[src/rtl/tdccal_pkg.sv]
// Package for the TDC bin calibrator: the phase type shared by the sequencer,
// the top and the checker, and the uniform default mapping used at reset.
package tdccal_pkg;

    typedef enum logic [1:0] {
        PH_COUNT = 2'd0,   // collecting hits into the histogram
        PH_BUILD = 2'd1,   // walking bins, writing the shadow table
        PH_SWAP  = 2'd2    // swap tables, clear histogram
    } cal_phase_e;

    // Centre of bin k when all nbins bins share tclk equally.
    function automatic int uniform_center(int k, int nbins, int tclk);
        return ((2 * k + 1) * tclk) / (2 * nbins);
    endfunction

endpackage

[src/rtl/tdccal_hist_bank.sv]
// Code-density histogram: one counter per delay-line bin.
// Assumes at most one increment per cycle; clr has priority over an increment.
module tdccal_hist_bank #(
    parameter int NBINS = 64,
    parameter int CNT_W = 15,
    localparam int BIN_W = $clog2(NBINS)
) (
    input  logic                              clk,
    input  logic                              rst_n,
    input  logic                              inc_en,
    input  logic [BIN_W-1:0]                  inc_bin,
    input  logic                              clr,
    output logic [NBINS-1:0][CNT_W-1:0]       counts
);

    for (genvar g = 0; g < NBINS; g++) begin : g_bin
        // Count hits landing on bin g; zero on reset or clear.
        always_ff @(posedge clk) begin
            if (!rst_n || clr) begin
                counts[g] <= '0;
            end else if (inc_en && inc_bin == BIN_W'(g)) begin
                counts[g] <= counts[g] + 1'b1;
            end
        end
    end

endmodule

[src/rtl/tdccal_sequencer.sv]
// Calibration sequencer: counts accepted hits, and once 2^EVT_LOG2 have been
// taken it walks every bin once, accumulating scaled widths and producing
// the centre time of each bin for the shadow table, then requests the swap.
// Assumes counts are stable during the build (counting is gated off).
module tdccal_sequencer #(
    parameter int NBINS    = 64,
    parameter int CNT_W    = 15,
    parameter int EVT_LOG2 = 14,
    parameter int TCLK_PS  = 2500,
    parameter int PS_W     = 12,
    localparam int BIN_W   = $clog2(NBINS),
    localparam int ACC_W   = EVT_LOG2 + $clog2(TCLK_PS) + 2
) (
    input  logic                              clk,
    input  logic                              rst_n,
    input  logic                              hit_valid,
    input  logic [NBINS-1:0][CNT_W-1:0]       counts,
    output tdccal_pkg::cal_phase_e            phase,
    output logic                              count_en,
    output logic [EVT_LOG2-1:0]               ev_cnt,
    output logic                              wr_en,
    output logic [BIN_W-1:0]                  wr_idx,
    output logic [PS_W-1:0]                   wr_ps,
    output logic                              swap
);
    import tdccal_pkg::*;

    logic [ACC_W-1:0] acc;      // TCLK_PS * sum of counts of earlier bins
    logic [ACC_W-1:0] prod;     // TCLK_PS * count of current bin
    logic [ACC_W-1:0] num;      // 2*acc + prod, centre scaled by 2^(EVT_LOG2+1)

    // Hits enter the histogram only while collecting.
    assign count_en = hit_valid && (phase == PH_COUNT);

    // Centre time of the bin under the build pointer.
    always_comb begin
        prod  = ACC_W'(counts[wr_idx]) * ACC_W'(TCLK_PS);
        num   = {acc[ACC_W-2:0], 1'b0} + prod;
        wr_ps = PS_W'(num >> (EVT_LOG2 + 1));
        wr_en = (phase == PH_BUILD);
        swap  = (phase == PH_SWAP);
    end

    // Phase, event counter, build pointer and width accumulator.
    always_ff @(posedge clk) begin
        if (!rst_n) begin
            phase  <= PH_COUNT;
            ev_cnt <= '0;
            wr_idx <= '0;
            acc    <= '0;
        end else begin
            case (phase)
                PH_COUNT: begin
                    if (count_en) begin
                        if (ev_cnt == {EVT_LOG2{1'b1}}) begin
                            ev_cnt <= '0;
                            wr_idx <= '0;
                            acc    <= '0;
                            phase  <= PH_BUILD;
                        end else begin
                            ev_cnt <= ev_cnt + 1'b1;
                        end
                    end
                end
                PH_BUILD: begin
                    acc <= acc + prod;
                    if (wr_idx == BIN_W'(NBINS - 1)) begin
                        phase <= PH_SWAP;
                    end else begin
                        wr_idx <= wr_idx + 1'b1;
                    end
                end
                default: begin
                    phase <= PH_COUNT;
                end
            endcase
        end
    end

endmodule

[src/rtl/tdccal_lut_bank.sv]
// Double-buffered calibration table with a registered lookup port.
// The active copy serves lookups; the other copy takes build writes and
// becomes active on swap. A lookup at the swap edge reads the old copy.
module tdccal_lut_bank #(
    parameter int NBINS   = 64,
    parameter int PS_W    = 12,
    parameter int TCLK_PS = 2500,
    localparam int BIN_W  = $clog2(NBINS)
) (
    input  logic              clk,
    input  logic              rst_n,
    input  logic              look_en,
    input  logic [BIN_W-1:0]  look_bin,
    input  logic              wr_en,
    input  logic [BIN_W-1:0]  wr_idx,
    input  logic [PS_W-1:0]   wr_ps,
    input  logic              swap,
    output logic              time_valid,
    output logic [PS_W-1:0]   time_ps,
    output logic              active_sel
);

    logic [PS_W-1:0] tbl [2][NBINS];

    // Table storage: uniform fill on reset, shadow writes, swap of copies.
    always_ff @(posedge clk) begin
        if (!rst_n) begin
            active_sel <= 1'b0;
            for (int s = 0; s < 2; s++) begin
                for (int k = 0; k < NBINS; k++) begin
                    tbl[s][k] <= PS_W'(tdccal_pkg::uniform_center(k, NBINS, TCLK_PS));
                end
            end
        end else begin
            if (wr_en) begin
                tbl[~active_sel][wr_idx] <= wr_ps;
            end
            if (swap) begin
                active_sel <= ~active_sel;
            end
        end
    end

    // Registered lookup through the active copy.
    always_ff @(posedge clk) begin
        if (!rst_n) begin
            time_valid <= 1'b0;
            time_ps    <= '0;
        end else begin
            time_valid <= look_en;
            if (look_en) begin
                time_ps <= tbl[active_sel][look_bin];
            end
        end
    end

endmodule

[src/rtl/tdc_bin_calibrator.sv]
// Top of the TDC bin calibrator. Raw bins are looked up through the active
// table; the histogram, the sequencer and the shadow table rebuild the
// mapping every 2^EVT_LOG2 counted hits. Assumes one hit per cycle at most.
module tdc_bin_calibrator #(
    parameter int NBINS    = 64,
    parameter int CNT_W    = 15,
    parameter int EVT_LOG2 = 14,
    parameter int TCLK_PS  = 2500,
    parameter int PS_W     = 12,
    localparam int BIN_W   = $clog2(NBINS)
) (
    input  logic              clk,
    input  logic              rst_n,
    input  logic              hit_valid,
    input  logic [BIN_W-1:0]  hit_bin,
    output logic              time_valid,
    output logic [PS_W-1:0]   time_ps
);

    tdccal_pkg::cal_phase_e            phase;
    logic                              count_en;
    logic [EVT_LOG2-1:0]               ev_cnt;
    logic [NBINS-1:0][CNT_W-1:0]       counts;
    logic                              wr_en;
    logic [BIN_W-1:0]                  wr_idx;
    logic [PS_W-1:0]                   wr_ps;
    logic                              swap;
    logic                              active_sel;

    tdccal_hist_bank #(.NBINS(NBINS), .CNT_W(CNT_W)) u_hist (
        .clk     (clk),
        .rst_n   (rst_n),
        .inc_en  (count_en),
        .inc_bin (hit_bin),
        .clr     (swap),
        .counts  (counts)
    );

    tdccal_sequencer #(
        .NBINS(NBINS), .CNT_W(CNT_W), .EVT_LOG2(EVT_LOG2),
        .TCLK_PS(TCLK_PS), .PS_W(PS_W)
    ) u_seq (
        .clk       (clk),
        .rst_n     (rst_n),
        .hit_valid (hit_valid),
        .counts    (counts),
        .phase     (phase),
        .count_en  (count_en),
        .ev_cnt    (ev_cnt),
        .wr_en     (wr_en),
        .wr_idx    (wr_idx),
        .wr_ps     (wr_ps),
        .swap      (swap)
    );

    tdccal_lut_bank #(.NBINS(NBINS), .PS_W(PS_W), .TCLK_PS(TCLK_PS)) u_lut (
        .clk        (clk),
        .rst_n      (rst_n),
        .look_en    (hit_valid),
        .look_bin   (hit_bin),
        .wr_en      (wr_en),
        .wr_idx     (wr_idx),
        .wr_ps      (wr_ps),
        .swap       (swap),
        .time_valid (time_valid),
        .time_ps    (time_ps),
        .active_sel (active_sel)
    );

endmodule

[config.mk]
export PLATFORM = sky130hd
export DESIGN_NAME = tdc_bin_calibrator
export DESIGN_NICKNAME = d
export VERILOG_FILES = /design/src/rtl/tdccal_pkg.sv /design/src/rtl/tdccal_hist_bank.sv /design/src/rtl/tdccal_sequencer.sv /design/src/rtl/tdccal_lut_bank.sv /design/src/rtl/tdc_bin_calibrator.sv
export SDC_FILE = /design/constraint.sdc
export NUM_CORES = 2
export LEC_CHECK = 0
export BUFFER_PORTS_ARGS = -buffer_cell sky130_fd_sc_hd__buf_2
export CORE_MARGIN = 4
export CORE_UTILIZATION = 50
export CTS_BUF_LIST = sky130_fd_sc_hd__clkbuf_4
export DETAILED_ROUTE_END_ITERATION = 16
export PLACE_DENSITY = 0.69
export SETUP_SLACK_MARGIN = 0.1
export SLEW_MARGIN = 10
export SYNTH_ARGS = -nofsm -noshare
export SYNTH_HDL_FRONTEND = slang
export SYNTH_SLANG_ARGS = --single-unit
[constraint.sdc]
create_clock -name clk -period 27.2 [get_ports clk]
set_input_delay 4.08 -clock clk [delete_from_list [all_inputs] [get_ports clk]]
set_output_delay 4.08 -clock clk [all_outputs]
set_load 0.005 [all_outputs]
# Yosys cells after proc, flatten, opt, wreduce, memory -nomap -nowiden
# Memory sizes are Yosys's and may differ from the RTL's. A register that Yosys moved wholly into a read port is not among the register bits.
# Cells that the tools add are included.
# W data, S select, Z words.
word_totals:
  reg_bits: 1024
  ramBits: 1536
  in_bits: 9
  output_inout_bits: 13
  wordCells: 323
  memories: 1
mem_list:
  columns: ["memory", "words", "word_bits", "read_ports", "rd_ports_with_merged_regs", "wr", "line", "source"]
  rows:
  - ["u_lut.tbl", 2, 768, 1, 1, 2, "tdccal_lut_bank.sv:23", "logic [PS_W-1:0] tbl [2][NBINS];"]
op_classes:
  n_addsub: 68
  n_mul: 1
  order_cmp: 4
  eq_ne: 71
  muxes: 28
  bitwise_logic: 3
  reduce_logical: 76
ops:
  columns: ["op", "count"]
  rows:
  - ["$mux W768", 3]
  - ["$add A15 B1 Y15 const B", 64]
  - ["$reduce_or A768 Y1", 1]
  - ["$eq A6 B6 Y1 const B", 33]
  - ["$eq A6 B5 Y1 const B", 16]
  - ["$bmux W15 S6", 1]
  - ["$bmux W12 S6", 1]
  - ["$demux W12 S6", 1]
  - ["$logic_and A1 B1 Y1", 66]
  - ["$mux W28", 2]
  - ["$pmux W28 S2", 1]
  - ["$eq A6 B4 Y1 const B", 8]
  - ["$mux W12", 3]
  - ["$add A28 B27 Y28", 1]
  - ["$add A27 B27 Y27", 1]
  - ["$mul A15 B10 Y25 const B", 1]
  - ["$eq A6 B3 Y1 const B", 4]
  - ["$mux W6", 3]
  - ["$mux W15", 1]
  - ["$add A14 B1 Y14 const B", 1]
  - ["$eq A14 B14 Y1 const B", 1]
  - ["$ge A7 B7 Y1 const B", 2]
  - ["$mux W14", 1]
  - ["$not A6 Y7", 2]
  - ["21 further kinds", 33]

# Depth between registers and ports, before layout
logic_depth:
  word_depth: 8
  mapped_depth: 41
  depth_no_buf: 34

# Modules after synthesis
# A second synthesis with hierarchy kept.
hier_totals:
  hier_cells: 10125
  area_unflattened_um2: 123355.8
modules_own_cells:
  columns: ["mod", "n_inst", "cells_per_inst", "area_per_inst_um2", "seq_area_each_um2"]
  rows:
  - ["tdccal_lut_bank", 1, 3778, 66042.1, 46424.5]
  - ["tdccal_hist_bank", 1, 5260, 43978.4, 19218.4]
  - ["tdccal_sequencer", 1, 1087, 13335.3, 920.9]

# Least setup slack after synthesis
# OpenSTA, ideal clock, no wires.
synth_path:
  path_kind: "register to register"
  startpoint: "register u_seq.wr_idx[0]"
  endpoint: "memory u_lut.tbl[1][155] in the netlist's numbering (data pin)"
  setup_time_ns: 0.479
  arrival_time_ns: 9.160
  required_ns: 26.721
  slack_ns: 17.562
  path_stages_with_launch: 37
  path_buffers: 4
  period_less_slack_ns: 9.638
  path_cell_list: "dfxtp_1 buf_2 nor2_1 and2_1 buf_2 a221oi_1 a31oi_1 or4_1 a2111oi_1 inv_1 ha_1 xor2_1 ha_1 inv_1 fa_1 inv_1 ha_1 inv_1 fa_1 inv_1 ha_1 o31ai_1 a2111oi_2 o2111ai_1 nand2_1 a21o_1 a21oi_1 xnor2_1 ha_1 clkbuf_1 nand4_1 nor2_1 nor3_1 o31ai_1 a211o_1 clkbuf_1 a21oi_1"
synth_lines:
  columns: ["element", "line", "source"]
  rows:
  - ["start: declaration", "tdccal_sequencer.sv:22", "output logic [BIN_W-1:0] wr_idx,"]
  - ["start signal: assignment", "tdccal_sequencer.sv:70", "wr_idx <= wr_idx + 1'b1;"]
  - ["end: declaration", "tdccal_lut_bank.sv:23", null]

==> impl_metrics.prom <==
# TYPE chip_impl_metric gauge
chip_impl_info{name="outcome",value="finished, final reports clean"} 1
chip_impl_info{name="timing.hold.worst.class",value="reg2reg"} 1
chip_impl_metric{name="cp.arrival",unit="ps"} 12960
chip_impl_metric{name="cpPeakStageDelay",unit="ps"} 820
chip_impl_metric{name="total_area_of_multi_input_combinational_cells",unit="um^2"} 46700
chip_impl_metric{name="gr-total-overflow",unit=""} 0
chip_impl_metric{name="drtIter0Drc",unit=""} 11000
chip_impl_metric{name="hold_violations",unit=""} 0
chip_impl_metric{name="dieHeight",unit="um"} 489
chip_impl_info{name="layout.cells.most_common_list",value="1536 x sky130_fd_sc_hd__edfxtp_1, 1397 x sky130_fd_sc_hd__nor2_1, 1024 x sky130_fd_sc_hd__nand2_1, 1020 x sky130_fd_sc_hd__dfxtp_1, 983 x sky130_fd_sc_hd__clkbuf_4"} 1
chip_impl_info{name="dominantRegCellSynth",value="sky130_fd_sc_hd__edfxtp_1"} 1
chip_impl_metric{name="synth.lib_cells_used.distinct",unit=""} 76
chip_impl_metric{name="power.density",unit="nW/um^2"} 61.5
chip_impl_metric{name="setup-violations-final",unit=""} 0
chip_impl_info{name="criticalPathCategory",value="reg2reg"} 1
chip_impl_metric{name="drc",unit=""} 0
chip_impl_metric{name="post_synth_xor_area_fraction",unit="%"} 5.89
chip_impl_metric{name="final_nets",unit=""} 10500
chip_impl_metric{name="place.port_buffers",unit=""} 21
chip_impl_metric{name="io_pins",unit=""} 22
chip_impl_metric{name="netlist_area",unit="um^2"} 116000
chip_impl_metric{name="area.growth.synth_to_final",unit="%"} 10.0
chip_impl_metric{name="crit_fanout",unit=""} 50
chip_impl_metric{name="vdd_drop_max",unit="uV"} 47.9
chip_impl_metric{name="use_met1",unit="%"} 38.0
chip_impl_metric{name="wire_length_of_the_first_global_routing_pass",unit="um"} 536000
chip_impl_metric{name="maxCapViolations",unit=""} 0
chip_impl_metric{name="final-seq-area",unit="um^2"} 66600
chip_impl_metric{name="fin_worst_skew",unit="ps"} 161
chip_impl_metric{name="fillers",unit=""} 19100
chip_impl_metric{name="seq_area_frac_synth",unit="%"} 57.5
chip_impl_metric{name="grt_start_max_net_pins",unit=""} 220
chip_impl_metric{name="timing.critical_path.required",unit="ps"} 28020
chip_impl_metric{name="synthesis.instances",unit=""} 9968
chip_impl_metric{name="post-route-min-period",unit="ps"} 12150
chip_impl_metric{name="post_synthesis_compound_gate_area_fraction",unit="%"} 7.79
chip_impl_metric{name="final.setup.tns",unit="ps"} 0
chip_impl_metric{name="synth-simple-area-share",unit="%"} 14.2
chip_impl_metric{name="worstPathBufferInverterCount",unit=""} 10
chip_impl_metric{name="die_w",unit="um"} 489
chip_impl_metric{name="post_route_fraction_of_the_period_consumed_by_the_critical_path",unit="%"} 44.7
chip_impl_metric{name="hold_path_depth",unit=""} 2
chip_impl_metric{name="initial_utilization",unit="%"} 50.3
chip_impl_metric{name="drtPass1Iterations",unit=""} 8
chip_impl_metric{name="ant_nets",unit=""} 0
chip_impl_info{name="crit_path_start_kind",value="flip-flop"} 1
chip_impl_metric{name="cts_made_buffers",unit=""} 670
chip_impl_metric{name="clk-insertion-delay-late",unit="ps"} 1490
chip_impl_metric{name="cp_num_cells",unit=""} 36
chip_impl_metric{name="postSynthRegisterBits",unit=""} 2557
chip_impl_info{name="rsz0062_at_grt",value="false"} 1
chip_impl_metric{name="clock_sink_count",unit=""} 2557
chip_impl_metric{name="reg2reg_depth",unit=""} 36
chip_impl_metric{name="final_layout_size_suffix_gt1_share",unit="%"} 15.9
chip_impl_metric{name="achievable-frequency",unit="MHz"} 82.3
chip_impl_metric{name="syn_nets",unit=""} 10200
chip_impl_metric{name="number_of_buffers_added_for_setup_after_cts",unit=""} 0
chip_impl_metric{name="groute.usage.overall",unit="%"} 29.9
chip_impl_info{name="globalRoute.busiestLayer",value="met2"} 1
chip_impl_metric{name="yosys_warnings",unit=""} 0
chip_impl_metric{name="first_global_vias",unit=""} 85000
chip_impl_metric{name="routed_via_density",unit=""} 6.27
chip_impl_metric{name="worst-slew-pin-transition",unit="ps"} 1360
chip_impl_metric{name="post_cts.resized_instances",unit=""} 0
chip_impl_metric{name="muxShareOfSynthArea",unit="%"} 9.64
chip_impl_metric{name="groute.layer.met2.usage",unit="%"} 45.6
chip_impl_info{name="cts_root_buffer",value="sky130_fd_sc_hd__clkbuf_4"} 1
chip_impl_metric{name="final_cells",unit=""} 13700
chip_impl_metric{name="syn_avg_cell_area",unit="um^2"} 11.6
chip_impl_metric{name="power_leakage",unit="nW"} 43.3
chip_impl_info{name="cpMaxStageDelayCell",value="sky130_fd_sc_hd__nand2_2"} 1
chip_impl_metric{name="wirelength",unit="um"} 363000
chip_impl_metric{name="avgRoutedWirePerCell",unit="um"} 26.4
chip_impl_metric{name="grt_antenna_before_repair",unit=""} 14
chip_impl_metric{name="routed-via-count",unit=""} 86100
chip_impl_metric{name="fp.coreArea",unit="um^2"} 230000
chip_impl_metric{name="number_of_flops_mapped_to_enable_cells_by_yosys",unit=""} 1536
chip_impl_metric{name="synth_fa_ha_area_share",unit="%"} 2.48
chip_impl_metric{name="hpwl",unit="um"} 235000
chip_impl_metric{name="clk_path_buf_depth",unit=""} 4
chip_impl_metric{name="grt.met3_usage",unit="%"} 8.14
chip_impl_metric{name="ys_async_sr_fraction",unit="%"} 0
chip_impl_metric{name="place_congestion",unit=""} 0.978
chip_impl_metric{name="row_count",unit=""} 176
chip_impl_metric{name="slew_violations",unit=""} 0
chip_impl_metric{name="cts.htree.levels",unit=""} 6
chip_impl_metric{name="placed_cells_incl_taps",unit=""} 12600
chip_impl_metric{name="post_cts_hold_buffer_count",unit=""} 0
chip_impl_info{name="tritoncts",value="done"} 1
chip_impl_metric{name="dieArea",unit="um^2"} 239000
chip_impl_metric{name="slew_margin_rel",unit="%"} 9.33
chip_impl_info{name="combinational_family_with_the_most_area_after_synthesis",value="simple AND/OR/NAND/NOR gates"} 1
chip_impl_info{name="timing.critical_path.max_delay_family",value="simple AND/OR/NAND/NOR gates"} 1
chip_impl_metric{name="clk_pin_slew_worst_paths",unit="ps"} 70
chip_impl_info{name="type_of_element_capturing_the_critical_path",value="flip-flop"} 1
chip_impl_info{name="commonest_non_fill_non_tap_cell_in_the_layout",value="sky130_fd_sc_hd__edfxtp_1"} 1
## worst paths after layout
kind | from | to | slack [ps]
worst max-delay path | u_seq.wr_idx[0]$_SDFFE_PN0P_ | u_lut.tbl[1][4]$_DFFE_PP_ | 15050
worst min register to register | u_hist.counts[239]$_SDFFE_PP0P_ | u_hist.counts[239]$_SDFFE_PP0P_ | 490
worst min-delay path | u_hist.counts[239]$_SDFFE_PP0P_ | u_hist.counts[239]$_SDFFE_PP0P_ | 490
worst max register to register | u_seq.wr_idx[0]$_SDFFE_PN0P_ | u_lut.tbl[1][4]$_DFFE_PP_ | 15050
## layout make-up
cell class,count,share of cell area (%)
Timing Repair Buffer,182,1.12
Clock inverter,146,0.652
Inverter,157,0.463
Clock buffer,983,5.80
Tap cell,3026,2.97
Multi-Input combinational cell,6669,36.7
Sequential cell,2557,52.3
Antenna cell,20,0.0393
## cell usage after synthesis, types with 5 or more instances
cell type                  instances  area, um^2
sky130_fd_sc_hd__edfxtp_1       1536       46100
sky130_fd_sc_hd__nor2_1         1419        5330
sky130_fd_sc_hd__nand2_1        1036        3890
sky130_fd_sc_hd__dfxtp_1        1021       20400
sky130_fd_sc_hd__xor2_1          536        4690
sky130_fd_sc_hd__clkbuf_1        408        1530
sky130_fd_sc_hd__a21oi_1         400        2000
sky130_fd_sc_hd__mux4_2          384        8650
sky130_fd_sc_hd__a22oi_1         362        2720
sky130_fd_sc_hd__nand3_1         280        1400
sky130_fd_sc_hd__o21ai_0         267        1340
sky130_fd_sc_hd__mux2i_1         250        2500
sky130_fd_sc_hd__xnor2_1         242        2120
sky130_fd_sc_hd__and3_1          213        1330
sky130_fd_sc_hd__nand4_1         202        1260
sky130_fd_sc_hd__or3_1           193        1210
sky130_fd_sc_hd__ha_1            186        2330
sky130_fd_sc_hd__inv_1           155         582
sky130_fd_sc_hd__buf_2           102         510
sky130_fd_sc_hd__o22ai_1          98         613
sky130_fd_sc_hd__a22o_1           92         806
sky130_fd_sc_hd__nor3_1           88         440
sky130_fd_sc_hd__buf_1            72         270
sky130_fd_sc_hd__a221oi_1         61         534
sky130_fd_sc_hd__and4_1           60         526
sky130_fd_sc_hd__nor2b_1          52         325
sky130_fd_sc_hd__a31oi_1          42         263
sky130_fd_sc_hd__fa_1             27         541
sky130_fd_sc_hd__a21o_1           24         180
sky130_fd_sc_hd__and2_1           24         150
sky130_fd_sc_hd__nor4_1           16         100
sky130_fd_sc_hd__a41oi_1           9        78.8
sky130_fd_sc_hd__nand2b_1          9        56.3
sky130_fd_sc_hd__a211oi_1          8        60.1
sky130_fd_sc_hd__o21bai_1          7        52.6
sky130_fd_sc_hd__o211ai_1          6        45.0
sky130_fd_sc_hd__o21a_1            6        45.0
sky130_fd_sc_hd__or2_2             6        37.5
sky130_fd_sc_hd__o31ai_1           5        37.5
## logic make-up after synthesis
group | count (synthesis)
buffers and inverters | 742
AND/OR/NAND/NOR | 3630
XOR/XNOR | 778
AO/OA/AOI/OAI | 1414
adder cells (fa/ha/maj) | 213
multiplexers | 634
flip-flops | 2557
## through the flow
| stage | total power [mW] | hold WS [ps] | setup WS (ps) | area [um^2] | utilization, % |
|---|---|---|---|---|---|
| after floorplan | 4.45 | 458 | 17560 | 116000 | - |
| after global placement | 4.56 | 465 | 15320 | 119000 | 51.7 |
| after detailed placement | 4.57 | 480 | 15350 | 119000 | 51.7 |
| after CTS | 7.85 | 489 | 15240 | 127000 | 55.3 |
| after global routing | 8.10 | 514 | 14680 | 127000 | 55.3 |
| final | 7.83 | 491 | 15050 | 127000 | 55.3 |
## metal layers
layer,wire [um],up-vias,share of wire (%)
met5,13,-,0.0036
met4,24200,2,6.7
met3,42800,1149,12
li1,-,37400,-
met1,134000,42000,37
met2,162000,5611,45
## state kept, by name, summed over array words and instances, names as in the netlist, named ones only
register,cells
u_seq.phase,2
u_lut.active_sel,1
u_lut.time_valid,1
u_hist.counts,960
u_seq.acc,24
u_lut.tbl,1536
u_seq.ev_cnt,14
u_seq.wr_idx,6
u_lut.time_ps,12
## power breakdown
group | switching [mW] | internal, mW
clock network | 1.61 | 1.73
logic | 0.197 | 0.0963
registers | 0.0246 | 4.17
total | 1.83 | 6.00
## tightest hold or removal path, delay by kind of cell (launching register included)
family,cells,cell delay (ps)
compound gates,2,130
flops,1,320
Note: power is estimated with default switching activity, not from simulation.
